[src/rtl/spr_pkg.sv]
`timescale 1ns/1ps
package spr_pkg;

    typedef enum logic [2:0] {
        S_IDLE,
        S_ATTR,
        S_EVAL,
        S_COL,
        S_TILE,
        S_PAGE,
        S_WRITE,
        S_DONE
    } spr_state_e;

    localparam int FLG_HFLIP = 0;
    localparam int FLG_VFLIP = 1;
    localparam int FLG_INV   = 2;
    localparam int FLG_EN    = 3;

    localparam int SPR_DIM   = 16;
    localparam int SLOTS     = 3;

endpackage

[src/rtl/spr_geom.sv]
`timescale 1ns/1ps
module spr_geom #(
    parameter int SCR_W     = 96,
    parameter int SCR_PAGES = 8,
    parameter int PLANE_OFS = 16
) (
    input  logic [7:0] pos_x,
    input  logic [7:0] pos_y,
    input  logic [3:0] col,
    input  logic [1:0] slot,
    input  logic       hflip,
    output logic       col_ok,
    output logic [7:0] scr_x,
    output logic       page_ok,
    output logic [7:0] page,
    output logic [2:0] row_off,
    output logic [3:0] src_col
);
    localparam logic [8:0] W9   = 9'(SCR_W);
    localparam logic [8:0] P9   = 9'(SCR_PAGES);
    localparam logic [8:0] OFS9 = 9'(PLANE_OFS);

    logic [8:0] sx_raw;
    logic [8:0] sy_raw;
    logic [8:0] p0;
    logic [8:0] p_raw;

    always_comb begin
        // coordinate bit 7 is dropped: the plane wraps at 128
        sx_raw  = {2'b00, pos_x[6:0]} + {5'b00000, col} - OFS9;
        sy_raw  = {2'b00, pos_y[6:0]} - OFS9;
        p0      = {{3{sy_raw[8]}}, sy_raw[8:3]};
        p_raw   = p0 + {7'b0000000, slot};
        col_ok  = !sx_raw[8] && (sx_raw < W9);
        page_ok = !p_raw[8] && (p_raw < P9);
        scr_x   = sx_raw[7:0];
        page    = p_raw[7:0];
        row_off = sy_raw[2:0];
        src_col = hflip ? ~col : col;
    end
endmodule

[src/rtl/spr_colbuild.sv]
`timescale 1ns/1ps
module spr_colbuild (
    input  logic [3:0][7:0] tiles,
    input  logic            vflip,
    input  logic            inv,
    input  logic [2:0]      row_off,
    input  logic [1:0]      slot,
    output logic [7:0]      mbyte,
    output logic [7:0]      gbyte
);
    logic [15:0] mcol, gcol, mv, gv, gi;
    logic [23:0] m24, g24;

    always_comb begin
        mcol = {tiles[1], tiles[0]};
        gcol = {tiles[3], tiles[2]};
        for (int i = 0; i < 16; i++) begin
            mv[i] = vflip ? mcol[15-i] : mcol[i];
            gv[i] = vflip ? gcol[15-i] : gcol[i];
        end
        gi  = gv ^ {16{inv}};
        // rows outside the sprite are transparent (mask bit 1)
        m24 = ~({8'h00, ~mv} << row_off);
        g24 = {8'h00, gi} << row_off;
        case (slot)
            2'd0:    begin mbyte = m24[7:0];   gbyte = g24[7:0];   end
            2'd1:    begin mbyte = m24[15:8];  gbyte = g24[15:8];  end
            default: begin mbyte = m24[23:16]; gbyte = g24[23:16]; end
        endcase
    end
endmodule

[src/rtl/spr_addr.sv]
`timescale 1ns/1ps
module spr_addr #(
    parameter int              AW        = 24,
    parameter int              SPR_W     = 5,
    parameter int              SCR_W     = 96,
    parameter logic [AW-1:0]   ATTR_BASE = 'h1300,
    parameter logic [AW-1:0]   FB_BASE   = 'h1000
) (
    input  logic [SPR_W-1:0] spr_idx,
    input  logic [1:0]       fidx,
    input  logic [AW-1:0]    spr_base,
    input  logic [7:0]       tile_idx,
    input  logic [3:0]       src_col,
    input  logic [7:0]       page,
    input  logic [7:0]       scr_x,
    output logic [AW-1:0]    attr_addr,
    output logic [AW-1:0]    tile_addr,
    output logic [AW-1:0]    fb_addr
);
    always_comb begin
        attr_addr = ATTR_BASE + AW'({spr_idx, fidx});
        // fidx: 0 mask top, 1 mask bottom, 2 graphic top, 3 graphic bottom
        tile_addr = spr_base + AW'({tile_idx, src_col[3], fidx, src_col[2:0]});
        fb_addr   = FB_BASE + AW'(page) * AW'(SCR_W) + AW'(scr_x);
    end
endmodule

[src/rtl/sprite_compositor.sv]
`timescale 1ns/1ps
module sprite_compositor
    import spr_pkg::*;
#(
    parameter int            AW        = 24,
    parameter int            NUM_SPR   = 24,
    parameter int            SCR_W     = 96,
    parameter int            SCR_PAGES = 8,
    parameter int            PLANE_OFS = 16,
    parameter logic [AW-1:0] ATTR_BASE = 'h1300,
    parameter logic [AW-1:0] FB_BASE   = 'h1000
) (
    input  logic          clk,
    input  logic          rst_n,
    input  logic          start,
    input  logic [AW-1:0] spr_base,
    output logic          done,
    output logic          mem_rd,
    output logic          mem_wr,
    output logic [AW-1:0] mem_addr,
    output logic [7:0]    mem_wdata,
    input  logic [7:0]    mem_rdata
);
    localparam int            SPR_W      = $clog2(NUM_SPR);
    localparam logic [SPR_W-1:0] LAST_SPR = SPR_W'(NUM_SPR - 1);
    localparam logic [AW-1:0] FIRST_ATTR = ATTR_BASE + AW'(4 * (NUM_SPR - 1));
    localparam logic [AW-1:0] FB_END     = FB_BASE + AW'(SCR_W * SCR_PAGES);
    localparam logic [3:0]    LAST_COL   = 4'(SPR_DIM - 1);
    localparam logic [1:0]    LAST_SLOT  = 2'(SLOTS - 1);

    spr_state_e       state;
    logic [SPR_W-1:0] spr_q;
    logic [2:0]       fcnt_q;
    logic [3:0]       col_q;
    logic [1:0]       slot_q;
    logic [3:0][7:0]  attr_q;
    logic [3:0][7:0]  tile_q;
    logic [1:0]       cap_idx;

    logic             col_ok, page_ok;
    logic [7:0]       scr_x, page;
    logic [2:0]       row_off;
    logic [3:0]       src_col;
    logic [7:0]       mbyte, gbyte;
    logic [AW-1:0]    attr_addr, tile_addr, fb_addr;
    logic             need_rmw;

    assign cap_idx  = fcnt_q[1:0] - 2'd1;
    assign need_rmw = page_ok && (mbyte != 8'hFF);

    spr_geom #(
        .SCR_W(SCR_W), .SCR_PAGES(SCR_PAGES), .PLANE_OFS(PLANE_OFS)
    ) u_geom (
        .pos_x(attr_q[0]), .pos_y(attr_q[1]), .col(col_q), .slot(slot_q),
        .hflip(attr_q[3][FLG_HFLIP]), .col_ok(col_ok), .scr_x(scr_x),
        .page_ok(page_ok), .page(page), .row_off(row_off), .src_col(src_col)
    );

    spr_colbuild u_col (
        .tiles(tile_q), .vflip(attr_q[3][FLG_VFLIP]), .inv(attr_q[3][FLG_INV]),
        .row_off(row_off), .slot(slot_q), .mbyte(mbyte), .gbyte(gbyte)
    );

    spr_addr #(
        .AW(AW), .SPR_W(SPR_W), .SCR_W(SCR_W),
        .ATTR_BASE(ATTR_BASE), .FB_BASE(FB_BASE)
    ) u_addr (
        .spr_idx(spr_q), .fidx(fcnt_q[1:0]), .spr_base(spr_base),
        .tile_idx(attr_q[2]), .src_col(src_col), .page(page), .scr_x(scr_x),
        .attr_addr(attr_addr), .tile_addr(tile_addr), .fb_addr(fb_addr)
    );

    // state register and sequencing counters
    always_ff @(posedge clk or negedge rst_n) begin
        if (!rst_n) begin
            state  <= S_IDLE;
            spr_q  <= '0;
            fcnt_q <= '0;
            col_q  <= '0;
            slot_q <= '0;
            attr_q <= '0;
            tile_q <= '0;
        end else begin
            unique case (state)
                S_IDLE: begin
                    if (start) begin
                        state  <= S_ATTR;
                        spr_q  <= LAST_SPR;
                        fcnt_q <= '0;
                    end
                end
                S_ATTR: begin
                    if (fcnt_q != 3'd0) attr_q[cap_idx] <= mem_rdata;
                    if (fcnt_q == 3'd4) state <= S_EVAL;
                    else                fcnt_q <= fcnt_q + 3'd1;
                end
                S_EVAL: begin
                    if (attr_q[3][FLG_EN]) begin
                        state <= S_COL;
                        col_q <= '0;
                    end else if (spr_q == '0) begin
                        state <= S_DONE;
                    end else begin
                        spr_q  <= spr_q - 1'b1;
                        fcnt_q <= '0;
                        state  <= S_ATTR;
                    end
                end
                S_COL: begin
                    if (col_ok) begin
                        state  <= S_TILE;
                        fcnt_q <= '0;
                    end else if (col_q != LAST_COL) begin
                        col_q <= col_q + 4'd1;
                    end else if (spr_q == '0) begin
                        state <= S_DONE;
                    end else begin
                        spr_q  <= spr_q - 1'b1;
                        fcnt_q <= '0;
                        state  <= S_ATTR;
                    end
                end
                S_TILE: begin
                    if (fcnt_q != 3'd0) tile_q[cap_idx] <= mem_rdata;
                    if (fcnt_q == 3'd4) begin
                        state  <= S_PAGE;
                        slot_q <= '0;
                    end else begin
                        fcnt_q <= fcnt_q + 3'd1;
                    end
                end
                S_PAGE, S_WRITE: begin
                    if (state == S_PAGE && need_rmw) begin
                        state <= S_WRITE;
                    end else if (slot_q != LAST_SLOT) begin
                        slot_q <= slot_q + 2'd1;
                        state  <= S_PAGE;
                    end else if (col_q != LAST_COL) begin
                        col_q <= col_q + 4'd1;
                        state <= S_COL;
                    end else if (spr_q == '0) begin
                        state <= S_DONE;
                    end else begin
                        spr_q  <= spr_q - 1'b1;
                        fcnt_q <= '0;
                        state  <= S_ATTR;
                    end
                end
                S_DONE: state <= S_IDLE;
                default: state <= S_IDLE;
            endcase
        end
    end

    // outputs from state
    always_comb begin
        mem_rd    = 1'b0;
        mem_wr    = 1'b0;
        mem_addr  = '0;
        mem_wdata = '0;
        done      = 1'b0;
        unique case (state)
            S_ATTR: if (fcnt_q != 3'd4) begin
                mem_rd   = 1'b1;
                mem_addr = attr_addr;
            end
            S_TILE: if (fcnt_q != 3'd4) begin
                mem_rd   = 1'b1;
                mem_addr = tile_addr;
            end
            S_PAGE: if (need_rmw) begin
                mem_rd   = 1'b1;
                mem_addr = fb_addr;
            end
            S_WRITE: begin
                mem_wr    = 1'b1;
                mem_addr  = fb_addr;
                mem_wdata = (mem_rdata & mbyte) | (gbyte & ~mbyte);
            end
            S_DONE: done = 1'b1;
            default: ;
        endcase
    end

    a_r1_first_attr: assert property (@(posedge clk) disable iff (!rst_n)
        (state == S_IDLE && start) |=> (mem_rd && mem_addr == FIRST_ATTR));

    a_r9_write_in_fb: assert property (@(posedge clk) disable iff (!rst_n)
        mem_wr |-> (mem_addr >= FB_BASE && mem_addr < FB_END));

    a_r10_rd_wr_excl: assert property (@(posedge clk) disable iff (!rst_n)
        !(mem_rd && mem_wr));

    a_r10_write_after_read: assert property (@(posedge clk) disable iff (!rst_n)
        mem_wr |-> ($past(mem_rd) && $past(mem_addr) == mem_addr));

    a_r11_done_pulse: assert property (@(posedge clk) disable iff (!rst_n)
        done |=> !done);

    a_r11_start_busy: assert property (@(posedge clk) disable iff (!rst_n)
        (state != S_IDLE && state != S_DONE && start) |=> (state != S_IDLE || $past(state) == S_DONE));

endmodule

[config.mk]
export PLATFORM = sky130hd
export DESIGN_NAME = sprite_compositor
export DESIGN_NICKNAME = d
export VERILOG_FILES = /design/src/rtl/spr_pkg.sv /design/src/rtl/spr_geom.sv /design/src/rtl/spr_colbuild.sv /design/src/rtl/spr_addr.sv /design/src/rtl/sprite_compositor.sv
export SDC_FILE = /design/constraint.sdc
export NUM_CORES = 1
export LEC_CHECK = 0
export BUFFER_PORTS_ARGS = -buffer_cell sky130_fd_sc_hd__buf_2
export CAP_MARGIN = 15
export CORE_MARGIN = 2
export CORE_UTILIZATION = 60
export DETAILED_ROUTE_END_ITERATION = 6
export PLACE_DENSITY = 0.76
export SLEW_MARGIN = 0
export SYNTH_ARGS = -nofsm -noshare
export SYNTH_HDL_FRONTEND = slang
export SYNTH_SLANG_ARGS = --single-unit
[constraint.sdc]
create_clock -name clk -period 5.05 [get_ports clk]
set_input_delay 0.2525 -clock clk [delete_from_list [all_inputs] [get_ports clk]]
set_output_delay 0.2525 -clock clk [all_outputs]
set_load 0.05 [all_outputs]
==> metrics.csv, run 1 <==
stage,metric,value,unit
routing,Initial DRT Pass Iterations,5,
layout,share of post-route cells with drive strength above 1,0.234,
layout,Ant. Diodes,0,
cts,Clk Tree Root Cell,clkbuf_16,
sta,Setup-failing EPs final,0,
cts,CTS sink count,75,
global_routing,GRT overflow,0,
synthesis,Ys Warns,0,
worst_setup_path,crit-path most repeated cell,ha_1,
worst_setup_path,FF-to-FF setup slack,1.03,ns
sta,fin crit period,4.83,ns
layout,Nets,951,
cts,number of CTS-inserted buffers,9,
synthesis,synth top area cells,"dfrtp_1 25%, mux2_2 11%, ha_1 6.8%, mux4_2 6.3%, mux2i_1 5.9%",
routing,routed wire length,20700,microns
worst_setup_path,r2r endpoint,spr_q[3],
sta,Setup WS post-layout,0.218,ns
sta,fmax,207,MHz
synthesis,Netlist cell types,76,
layout,Fillers,994,
routing,via count,6835,
global_routing,via count of the first global-routing pass,6525,
synthesis,Synth Cell Area,7510,sq um
sta,Setup TNS Final,0,ns
synthesis,Mapped Cells,820,
synthesis,Post-synth EDFFs,0,
layout,FF/Latch Area,1880,sq um
die,row count,40,
worst_setup_path,Crit Path Class,flop to output pin,
placed_design,Buffers on Ports,69,
min_path,HP Class,input pin to asynchronous set/reset pin,
layout,Synth-to-Final Area Change,10.1,%
synthesis,cell accounting for the most synthesized area,dfrtp_1,
global_routing,GRT Resource Usage Total,0.311,
routing,Avg WL per Cell,19.9,microns
cts,# hold bufs at CTS,0,
synthesis,"Avg Cell Area, Syn",9.16,sq um
die,Die Y,116,microns
cts,Skew-Pair Late Insertion Delay,0.34,ns
global_routing,largest net degree at the start of global routing,76,
worst_setup_path,critical path arrival,4.58,ns
routing,remaining antenna violation count,0,
cts,clk buf depth,2,
routing,via/cell ratio,6.55,
sta,Final Cycle Share,0.957,
routing,First DRT Iteration DRCs,748,
layout,footprint of the multi-input gates,5320,sq um
synthesis,post-synthesis async set-or-reset flop share,1.00,
placed_design,gp weighted congestion,0.939,
synthesis,top-area cell type share of the netlist area,0.250,
job,max-cap viol count,0,
worst_setup_path,crit-path max FO,6,
worst_setup_path,CP Capture Type,output pin,
worst_setup_path,worst-path cell chain,"ha_1, fa_1, a21o_1, a21oi_2, xor2_1, ha_1, or3_1, and2_1, xnor2_1, ha_1, a21o_1, a21oi_1, or3_1, nor3_1, xnor2_1, nand2_1, o211ai_1, buf_4",
sta,Max-slew headroom,0.232,
routing,final routed DRC violation total,0,
sta,worst slew pin tran,1.15,ns
worst_setup_path,worst endpoint required time,4.80,ns
cts,"Reg clk slew, reported paths",0.06,ns
die,die area,13400,sq um
sta,RSZ-0062 raised after global routing,no,
die,I/O pin cnt,70,
run_status,status,"complete, no violations",
layout,Final Util,0.683,
synthesis,commonest cells in the synthesized netlist,"75 x dfrtp_1, 75 x nand2_1, 71 x mux2_2",
die,initial core utilization,0.620,
sta,final slew viol count,0,
placed_design,dpl hpwl,15300,microns
synthesis,sequential area share after synthesis,0.250,
cts,CTS tree,yes,
die,DIE WIDTH,116,microns
synthesis,Synth Flop Type,dfrtp_1,
placed_design,Setup WS pre-CTS,0.369,ns
worst_setup_path,R2R depth,13,
sta,Final Hold Fails,0,
worst_setup_path,critical path's largest stage delay,0.45,ns
cts,H-tree depth,3,
worst_setup_path,slowest CP cell,dfrtp_2,
die,CORE AREA,12100,sq um
sta,Layout Skew,0.0111,ns
synthesis,Yosys reg bits,75,
global_routing,initial antenna violation count,0,
synthesis,syn nets,901,
global_routing,global-route wire length before repair,32600,microns
worst_setup_path,r2r startpoint,col_q[0],
worst_setup_path,CP Launch Type,flop,
area by class of cell:
type	count	share of cell area
well taps	168	0.0254
flip-flops and latches	75	0.227
inverters	36	0.0163
clock buffers	11	0.0293
multi-input cells	670	0.643
repair buffers	78	0.0511
clock inverters	5	0.00726
through the flow:
| stage | cell area (sq um) | instances | hold WS [ns] |
|---|---|---|---|
| CTS | 8240 | 1042 | 0.102 |
| global route | 8270 | 1043 | 0.144 |
| detailed placement | 7940 | 1026 | 0.456 |
| finish | 8270 | 1043 | 0.0616 |
| floorplan | 7510 | 820 | -0.0431 |
| global placement | 7940 | 1026 | 0.444 |
routing by layer:
| layer | track usage | vias to the layer above | share of wire |
|---|---|---|---|
| met5 | 0 | - | 0 |
| met2 | 0.513 | 319 | 0.48 |
| met3 | 0.0533 | 44 | 0.079 |
| met1 | 0.413 | 3348 | 0.42 |
| li1 | - | 3124 | - |
| met4 | 0.116 | 0 | 0.026 |
worst max-delay path, delay by kind of cell, from the launching register on:
kind	cells	cell delay (ns)
and+or+nand+nor	5	1.22
xor gates and xnor gates	3	0.38
adders and majority gates	4	1.20
AOI/OAI and AO/OA	5	0.74
buffers and inverters	1	0.24
DFF	1	0.45
cell families (layout without fill, tap and decap cells):
group / count (synthesis) / count (layout) / share of synthesized area
compound gates: 199 / 199 / 0.184
xor+xnor: 57 / 57 / 0.0664
fa+ha+maj: 46 / 46 / 0.0816
buf+inv: 75 / 130 / 0.0443
flops: 75 / 75 / 0.250
mux: 136 / 136 / 0.228
simple gates: 232 / 232 / 0.146
cells in the final DEF (no fill, tap or decap), types with 6 or more instances in the layout:
cell	n
inv_1	34
mux4_2	21
a21oi_1	45
nand2_1	75
o21ai_1	6
buf_4	12
buf_2	65
ha_1	41
a21o_1	12
xnor2_1	35
o211ai_1	6
a22oi_1	8
nor2_1	56
dfrtp_1	72
nor3_1	16
nand3_1	15
mux2_2	71
xor2_1	22
nor2b_1	17
nand2b_1	12
o22ai_1	12
a32oi_1	6
mux2i_1	44
o21ai_0	36
and2_1	7
clkbuf_16	9
sequential cells by signal (all words and copies together), names as in the netlist:
signal	flops
attr_q	26
col_q	4
slot_q	2
tile_q	32
state	3
spr_q	5
fcnt_q	3
worst max path at each step:
stage                  start           end  slack [ns]  cells after the start
floorplan           col_q[0]  mem_addr[13]        0.25                     17
global placement    col_q[1]  mem_addr[13]        0.55                     19
detailed placement  col_q[1]  mem_addr[13]        0.37                     19
CTS                 col_q[1]  mem_addr[12]        0.01                     19
global route        col_q[0]  mem_addr[12]       0.007                     18
finish              col_q[0]  mem_addr[12]        0.22                     18
repair_timing:
| action | in CTS | in global routing |
|---|---|---|
| endpoints found under the setup margin | 1 | 5 |
| setup buffers | 0 | 1 |
| gates cloned | 0 | 0 |
| pin swaps | 0 | 2 |
| resized for setup | 1 | 9 |
Power of run 1 is left out: the tool's default activity adds up to more than one toggle a clock period on the data nets, which glitch-free logic cannot reach.
==> run 2: changes to the inputs <==
--- a/config.mk
+++ b/config.mk
@@ -5,12 +5,14 @@
 export SDC_FILE = /design/constraint.sdc
 export NUM_CORES = 1
 export LEC_CHECK = 0
+export ABC_AREA = 1
 export BUFFER_PORTS_ARGS = -buffer_cell sky130_fd_sc_hd__buf_2
 export CAP_MARGIN = 15
 export CORE_MARGIN = 2
 export CORE_UTILIZATION = 60
 export DETAILED_ROUTE_END_ITERATION = 6
-export PLACE_DENSITY = 0.76
+export PLACE_DENSITY = 0.77
+export REMOVE_ABC_BUFFERS = 1
 export SLEW_MARGIN = 0
 export SYNTH_ARGS = -nofsm -noshare
 export SYNTH_HDL_FRONTEND = slang
==> run 2 against run 1 <==
First-iteration DRC count decreased by 6.3%. Global-route usage grew 0.18 points. Routed wire length fell by 3.6%. Clock skew decreased by 0.0026 ns. Setup slack improved by 0.33 ns. Cell count is 27% higher. Synthesized cell count is 37% higher. Non-clock buffer count down 5. Cell area fell by 3.4%. Register-to-register slack gained 0.86 ns. Highest routed layer unchanged.
==> metrics.csv, run 2 <==
stage,metric,value,unit,change
run_status,status,"complete, no violations",,unchanged
sta,Setup TNS Final,0,ns,unchanged
synthesis,cell accounting for the most synthesized area,dfrtp_1,,unchanged
cts,"Reg clk slew, reported paths",0.06,ns,about the same
power,Peak VDD IR,0.420,mV,
layout,Largest register FFs,32,,unchanged
layout,Nets,1252,,was 951
cts,number of CTS-inserted buffers,9,,unchanged
layout,"commonest non-fill, non-tap cells in the layout","339 x nand2_1, 134 x o21ai_0, 127 x nand3_1",,"was 75 x nand2_1, 72 x dfrtp_1, 71 x mux2_2"
worst_setup_path,worst endpoint required time,4.80,ns,about the same
cts,# hold bufs at CTS,0,,unchanged
placed_design,Setup WS pre-CTS,0.964,ns,was 0.369 ns
global_routing,global-route wire length before repair,32400,microns,was 32600 microns
sta,Layout Skew,0.00846,ns,was 0.0111 ns
worst_setup_path,crit-path max FO,6,,unchanged
synthesis,top-area cell type share of the netlist area,0.257,,was 0.250
synthesis,Yosys reg bits,75,,unchanged
job,max-cap viol count,0,,unchanged
layout,Reg with most FFs,tile_q,,unchanged
layout,share of post-route cells with drive strength above 1,0.122,,was 0.234
sta,final slew viol count,0,,unchanged
global_routing,largest net degree at the start of global routing,76,,unchanged
placed_design,dpl hpwl,14900,microns,was 15300 microns
synthesis,commonest cells in the synthesized netlist,"339 x nand2_1, 134 x o21ai_0, 127 x nand3_1",,"was 75 x dfrtp_1, 75 x nand2_1, 71 x mux2_2"
sta,RSZ-0062 raised after global routing,no,,unchanged
global_routing,via count of the first global-routing pass,6745,,was 6525
routing,routed wire length,20000,microns,was 20700 microns
sta,Setup-failing EPs final,0,,unchanged
worst_setup_path,Worst path top cell family by delay,adder cells,,was simple AND/OR/NAND/NOR gates
layout,Synth-to-Final Area Change,9.35,%,was 10.1%
routing,via/cell ratio,5.74,,was 6.55
cts,CTS sink count,75,,unchanged
placed_design,gp weighted congestion,0.974,,was 0.939
worst_setup_path,CP Launch Type,flop,,unchanged
sta,fin crit period,4.50,ns,was 4.83 ns
placed_design,Buffers on Ports,69,,unchanged
sta,Final Cycle Share,0.891,,was 0.957
worst_setup_path,CP Capture Type,output pin,,unchanged
cts,CTS tree,yes,,unchanged
worst_setup_path,Crit Path Class,flop to output pin,,unchanged
worst_setup_path,CP bufs+invs,3,,was 1
cts,post-CTS sizing,0,,was 1
synthesis,post-synthesis async set-or-reset flop share,1.00,,unchanged
cts,Clk Tree Root Cell,clkbuf_16,,unchanged
worst_setup_path,critical path's largest stage delay,0.45,ns,about the same
power,pwr dens,811,nW/um^2,
die,die area,13100,sq um,was 13400 sq um
worst_setup_path,slowest CP cell,dfrtp_1,,was dfrtp_2
synthesis,"Avg Cell Area, Syn",6.49,sq um,was 9.16 sq um
die,DIE WIDTH,114,microns,was 116 microns
synthesis,most frequent cell after synthesis,nand2_1,,
global_routing,initial antenna violation count,0,,unchanged
die,CORE AREA,12000,sq um,was 12100 sq um
global_routing,GRT Resource Usage Total,0.313,,was 0.311
cts,Skew-Pair Late Insertion Delay,0.35,ns,was 0.34 ns
synthesis,Ys Warns,0,,unchanged
die,Die Y,114,microns,was 116 microns
synthesis,Synth Cell Area,7300,sq um,was 7510 sq um
cts,clk buf depth,2,,unchanged
min_path,HP Class,input pin to asynchronous set/reset pin,,unchanged
layout,Ant. Diodes,0,,unchanged
die,row count,40,,unchanged
synthesis,Post-synth EDFFs,0,,unchanged
routing,Avg WL per Cell,15.1,microns,was 19.9 microns
sta,Final Hold Fails,0,,unchanged
die,initial core utilization,0.611,,was 0.620
worst_setup_path,worst-path cell chain,"ha_1, nand3_1, nand2_1, nand2_1, a21oi_1, xor2_1, inv_1, ha_1, xnor2_1, inv_1, fa_1, nor2_1, o21ai_0, or2_2, nor2_1, xor2_1, o21ai_0, buf_2",,"was ha_1, fa_1, a21o_1, a21oi_2, xor2_1, ha_1, or3_1, and2_1, xnor2_1, ha_1, a21o_1, a21oi_1, or3_1, nor3_1, xnor2_1, nand2_1, o211ai_1, buf_4"
sta,Setup WS post-layout,0.548,ns,was 0.218 ns
sta,fmax,222,MHz,was 207 MHz
routing,via count,7599,,was 6835
power,Leak,4.22,nW,
routing,final routed DRC violation total,0,,unchanged
cts,H-tree depth,3,,unchanged
sta,Max-slew headroom,0.374,,was 0.232
layout,"commonest non-fill, non-tap cell in the layout",nand2_1,,unchanged
global_routing,GRT overflow,0,,unchanged
synthesis,Netlist cell types,53,,was 76
routing,remaining antenna violation count,0,,unchanged
power,Total Power,6.48,mW,
sta,worst slew pin tran,0.939,ns,was 1.15 ns
routing,Initial DRT Pass Iterations,5,,unchanged
synthesis,sequential area share after synthesis,0.257,,was 0.250
synthesis,synth top area cells,"dfrtp_1 26%, nand2_1 17%, o21ai_0 9.2%, nand3_1 8.7%, ha_1 7.0%",,"was dfrtp_1 25%, mux2_2 11%, ha_1 6.8%, mux4_2 6.3%, mux2i_1 5.9%"
synthesis,Mapped Cells,1125,,was 820
synthesis,Synth Flop Type,dfrtp_1,,unchanged
routing,First DRT Iteration DRCs,701,,was 748
worst_setup_path,critical path arrival,4.25,ns,was 4.58 ns
die,I/O pin cnt,70,,unchanged
cts,post-CTS setup buffer count,0,,unchanged
layout,Largest regs,"tile_q (32), attr_q (26), spr_q (5)",,unchanged
-- run 2: cell types whose count changed after synthesis, sizes merged, moves of 9 or more --
cell / change
nand2: +281
nand3: +113
o21ai: +106
inv: +74
mux2: -71
mux2i: -43
xnor2: -28
mux4: -21
nor2b: -17
nand2b: -12
a21o: -11
o22ai: -9
xor2: +9
-- run 2: cell type report --
type                            instances  area, sq um
Fill cell                            1134         3970
Sequential cell                        75         1880
Timing Repair Buffer                   73          378
Clock inverter                          3         67.6
Tap cell                              147          184
Multi-Input combinational cell        903         4790
Clock buffer                           13          280
Inverter                              109          412
-- run 2: path summary, 6_finish.rpt --
path	startpoint	endpoint	slack (ns)	cells past startpoint
max in group asynchronous	rst_n	tile_q[30]	4.39	1
worst max register to register	slot_q[1]	spr_q[3]	1.89	18
worst min register to register	spr_q[2]	spr_q[2]	0.47	2
min in group clk	mem_rdata[0]	tile_q[24]	0.18	3
worst min-delay path	rst_n	spr_q[0]	0.03	1
worst max-delay path	col_q[2]	mem_addr[11]	0.55	18
-- run 2: worst register-to-register path, cell delays in order, from the launching register on --
cell	delay, ns
dfrtp_1	0.46
inv_1	0.10
ha_1	0.44
nor2_2	0.28
inv_2	0.15
nor2_4	0.23
inv_2	0.12
nor2_1	0.12
nor2_1	0.05
nand2_1	0.12
nand3_1	0.08
nor2_1	0.14
nand2_2	0.11
nand3_4	0.12
nand2_2	0.07
inv_2	0.19
nand2_2	0.13
nand2_1	0.08
nand2_1	0.05
-- run 2: power breakdown --
part | switching, mW | internal (mW) | total (mW)
Sequential | 0.272 | 0.864 | 1.14
Clock | 0.256 | 0.486 | 0.743
Combinational | 3.09 | 1.51 | 4.60
-- run 2: cell families after synthesis --
kind of cell	count (synthesis)	share of synthesized area
XOR/XNOR	38	0.0456
multiplexers	1	0.00137
flip-flops	75	0.257
AND/OR/NAND/NOR	584	0.348
adder cells (fa/ha/maj)	46	0.0839
buffers and inverters	147	0.0874
AO/OA/AOI/OAI	234	0.177
-- run 2: per-stage QoR --
step                      hold WS (ns)  utilization  std cells  cell area (sq um)
after global placement           0.442        0.639       1307               7640
after global routing             0.121        0.668       1323               7990
after detailed placement         0.446        0.639       1307               7640
final                           0.0338        0.668       1323               7990
after floorplan                -0.0431            -       1087               7080
after CTS                       0.0811        0.668       1323               7990
-- run 2: routing by layer --
metal	part of all wire	track usage	vias up
li1	-	-	3822
met1	0.46	0.440	3474
met2	0.45	0.500	269
met3	0.073	0.0529	34
met4	0.017	0.0886	0
met5	0	0	-
Power figures use the tool's default switching activity.
==> run 3: changes to the inputs <==
--- a/config.mk
+++ b/config.mk
@@ -12,7 +12,6 @@
 export CORE_UTILIZATION = 60
 export DETAILED_ROUTE_END_ITERATION = 6
 export PLACE_DENSITY = 0.77
-export REMOVE_ABC_BUFFERS = 1
 export SLEW_MARGIN = 0
 export SYNTH_ARGS = -nofsm -noshare
 export SYNTH_HDL_FRONTEND = slang
==> run 3 against run 2 <==
Register-to-register slack better by 0.09 ns. Hold slack better by 0.019 ns. Core utilization is 0.18 points lower. Critical path depth stayed put. Cell count hardly changed. Die area stayed put. Count of clock-buffer cells in the layout is 2 lower. Largest cell class unchanged. Power is 0.73% lower. Global-route usage is 0.20 points higher. Setup slack better by 0.054 ns. Critical path type unchanged. Sequential share of layout area is 0.063 points higher.
==> metrics.csv, run 3 (synthesis gave the netlist of run 2 again) <==
stage,metric,value,unit,change
worst_setup_path,worst-path cell chain,"ha_1, nand3_1, nand2_1, nand2_1, a21oi_1, xor2_1, inv_1, ha_1, xnor2_1, inv_1, fa_1, nor2_1, o21ai_0, or2_2, nor2_1, a21oi_1, o22ai_1, buf_2",,"was ha_1, nand3_1, nand2_1, nand2_1, a21oi_1, xor2_1, inv_1, ha_1, xnor2_1, inv_1, fa_1, nor2_1, o21ai_0, or2_2, nor2_1, xor2_1, o21ai_0, buf_2"
power,sequential share of power,0.179,,was 0.175
layout,Largest register FFs,32,,unchanged
placed_design,dpl hpwl,14800,microns,was 14900 microns
global_routing,via count of the first global-routing pass,6534,,was 6745
routing,Initial DRT Pass Iterations,6,,was 5
routing,Avg WL per Cell,15.0,microns,was 15.1 microns
power,Leak,4.22,nW,about the same
worst_setup_path,critical path arrival,4.20,ns,was 4.25 ns
die,row count,40,,unchanged
power,Internal,2.83,mW,was 2.86 mW
sta,fmax,225,MHz,was 222 MHz
cts,CTS tree,yes,,unchanged
cts,CTS sink count,75,,unchanged
sta,Layout Skew,0.00686,ns,was 0.00846 ns
sta,final slew viol count,0,,unchanged
layout,Reg with most FFs,tile_q,,unchanged
die,CORE AREA,12000,sq um,unchanged
power,pwr dens,807,nW/um^2,was 811 nW/um^2
routing,via count,7473,,was 7599
power,Net Switching,3.60,mW,was 3.62 mW
sta,worst slew pin tran,0.935,ns,was 0.939 ns
sta,Max-slew headroom,0.377,,was 0.374
die,DIE WIDTH,114,microns,unchanged
placed_design,Setup WS pre-CTS,1.00,ns,was 0.964 ns
routing,routed wire length,19900,microns,was 20000 microns
global_routing,GRT overflow,0,,unchanged
power,Sw Share,0.559,,about the same
routing,via/cell ratio,5.65,,was 5.74
run_status,status,"complete, no violations",,unchanged
power,Peak VDD IR,0.392,mV,was 0.420 mV
die,die area,13100,sq um,unchanged
layout,Synth-to-Final Area Change,9.06,%,was 9.35%
cts,"Reg clk slew, reported paths",0.06,ns,about the same
cts,Skew-Pair Late Insertion Delay,0.34,ns,was 0.35 ns
layout,Ant. Diodes,0,,unchanged
sta,RSZ-0062 raised after global routing,no,,unchanged
routing,First DRT Iteration DRCs,624,,was 701
power,Clk pwr share,0.110,,was 0.115
worst_setup_path,slowest CP cell,dfrtp_1,,unchanged
cts,H-tree depth,3,,unchanged
global_routing,largest net degree at the start of global routing,76,,unchanged
sta,Final Hold Fails,0,,unchanged
routing,remaining antenna violation count,0,,unchanged
power,Comb power frac,0.711,,was 0.710
layout,Largest regs,"tile_q (32), attr_q (26), spr_q (5)",,unchanged
sta,Setup WS post-layout,0.602,ns,was 0.548 ns
cts,number of CTS-inserted buffers,9,,unchanged
min_path,HP Class,input pin to asynchronous set/reset pin,,unchanged
layout,"commonest non-fill, non-tap cell in the layout",nand2_1,,unchanged
worst_setup_path,CP Launch Type,flop,,unchanged
worst_setup_path,worst endpoint required time,4.80,ns,about the same
synthesis,syn nets,1206,,
sta,Setup TNS Final,0,ns,unchanged
placed_design,gp weighted congestion,0.982,,was 0.974
layout,"commonest non-fill, non-tap cells in the layout","339 x nand2_1, 134 x o21ai_0, 127 x nand3_1",,unchanged
cts,# hold bufs at CTS,0,,unchanged
placed_design,Buffers on Ports,69,,unchanged
worst_setup_path,CP Capture Type,output pin,,unchanged
worst_setup_path,crit-path max FO,6,,unchanged
cts,clk buf depth,2,,unchanged
worst_setup_path,critical path's largest stage delay,0.46,ns,was 0.45 ns
die,initial core utilization,0.611,,unchanged
layout,share of post-route cells with drive strength above 1,0.121,,was 0.122
layout,Final Util,0.666,,was 0.668
worst_setup_path,Crit Path Class,flop to output pin,,unchanged
job,max-cap viol count,0,,unchanged
global_routing,global-route wire length before repair,32600,microns,was 32400 microns
layout,Fillers,1142,,was 1134
cts,post-CTS sizing,0,,unchanged
routing,final routed DRC violation total,0,,unchanged
layout,Nets,1252,,unchanged
die,Die Y,114,microns,unchanged
cts,post-CTS setup buffer count,0,,unchanged
global_routing,initial antenna violation count,0,,unchanged
die,I/O pin cnt,70,,unchanged
sta,Setup-failing EPs final,0,,unchanged
sta,Final Cycle Share,0.881,,was 0.891
sta,fin crit period,4.45,ns,was 4.50 ns
cts,Clk Tree Root Cell,clkbuf_16,,unchanged
global_routing,GRT Resource Usage Total,0.315,,was 0.313
[run 3: cell types whose count changed in the layout (fill, tap and decap cells not counted), sizes merged]
cell	before	now
clkinvlp	1	0
clkinv	0	2
clkbuf	13	11
[run 3: worst paths after layout]
path,start,end,slack [ns],depth (start not counted)
setup / recovery,col_q[2],mem_addr[13],0.60,18
max in group asynchronous,rst_n,tile_q[10],4.39,1
hold reg to reg,spr_q[2],spr_q[2],0.47,2
min in group clk,mem_rdata[0],tile_q[24],0.20,3
setup reg to reg,slot_q[1],spr_q[4],1.98,18
hold / removal,rst_n,attr_q[23],0.05,1
[run 3: worst max-delay path, delay by kind of cell (launching register included)]
family | cells | cell delay [ns]
buf+inv | 3 | 0.46
fa+ha+maj | 3 | 1.05
compound gates | 4 | 0.54
flops | 1 | 0.46
xor+xnor | 2 | 0.45
simple gates | 6 | 0.88
[run 3: area by class of cell]
class	count	area, sq um	share of cell area
clock inverter	4	73.8	0.00927
inverter	109	412	0.0517
tap	147	184	0.0231
timing repair buffer	73	378	0.0474
clock buffer	11	253	0.0317
multi-input combinational	903	4790	0.601
sequential	75	1880	0.236
[run 3: power by group through the flow]
stage                     combinational (mW)  sequential (mW)  clock [mW]
after floorplan                         3.74             1.03           0
after global placement                  4.43             1.15           0
after detailed placement                4.48             1.15           0
after CTS                               4.53             1.15       0.712
after global routing                    5.16             1.19       0.739
final                                   4.57             1.15       0.705
[run 3: through the flow]
step / hold WS (ns) / cell area, sq um / cells / power (mW)
4_1_cts: 0.107 / 7970 / 1322 / 6.39
6_report: 0.0530 / 7970 / 1322 / 6.43
3_5_place_dp: 0.459 / 7640 / 1307 / 5.63
3_3_place_gp: 0.456 / 7640 / 1307 / 5.58
2_1_floorplan: -0.0431 / 7300 / 1125 / 4.76
5_1_grt: 0.146 / 7970 / 1322 / 7.10
[run 3: layer usage]
layer  up-vias  wire, microns  part of all wire  GRT usage
met2       253           8860              0.45      0.482
met1      3358           9210              0.46      0.460
met4         0            413             0.021     0.0870
met3        39           1390             0.070     0.0556
met5         -              0                 0          0
li1       3823              -                 -          -
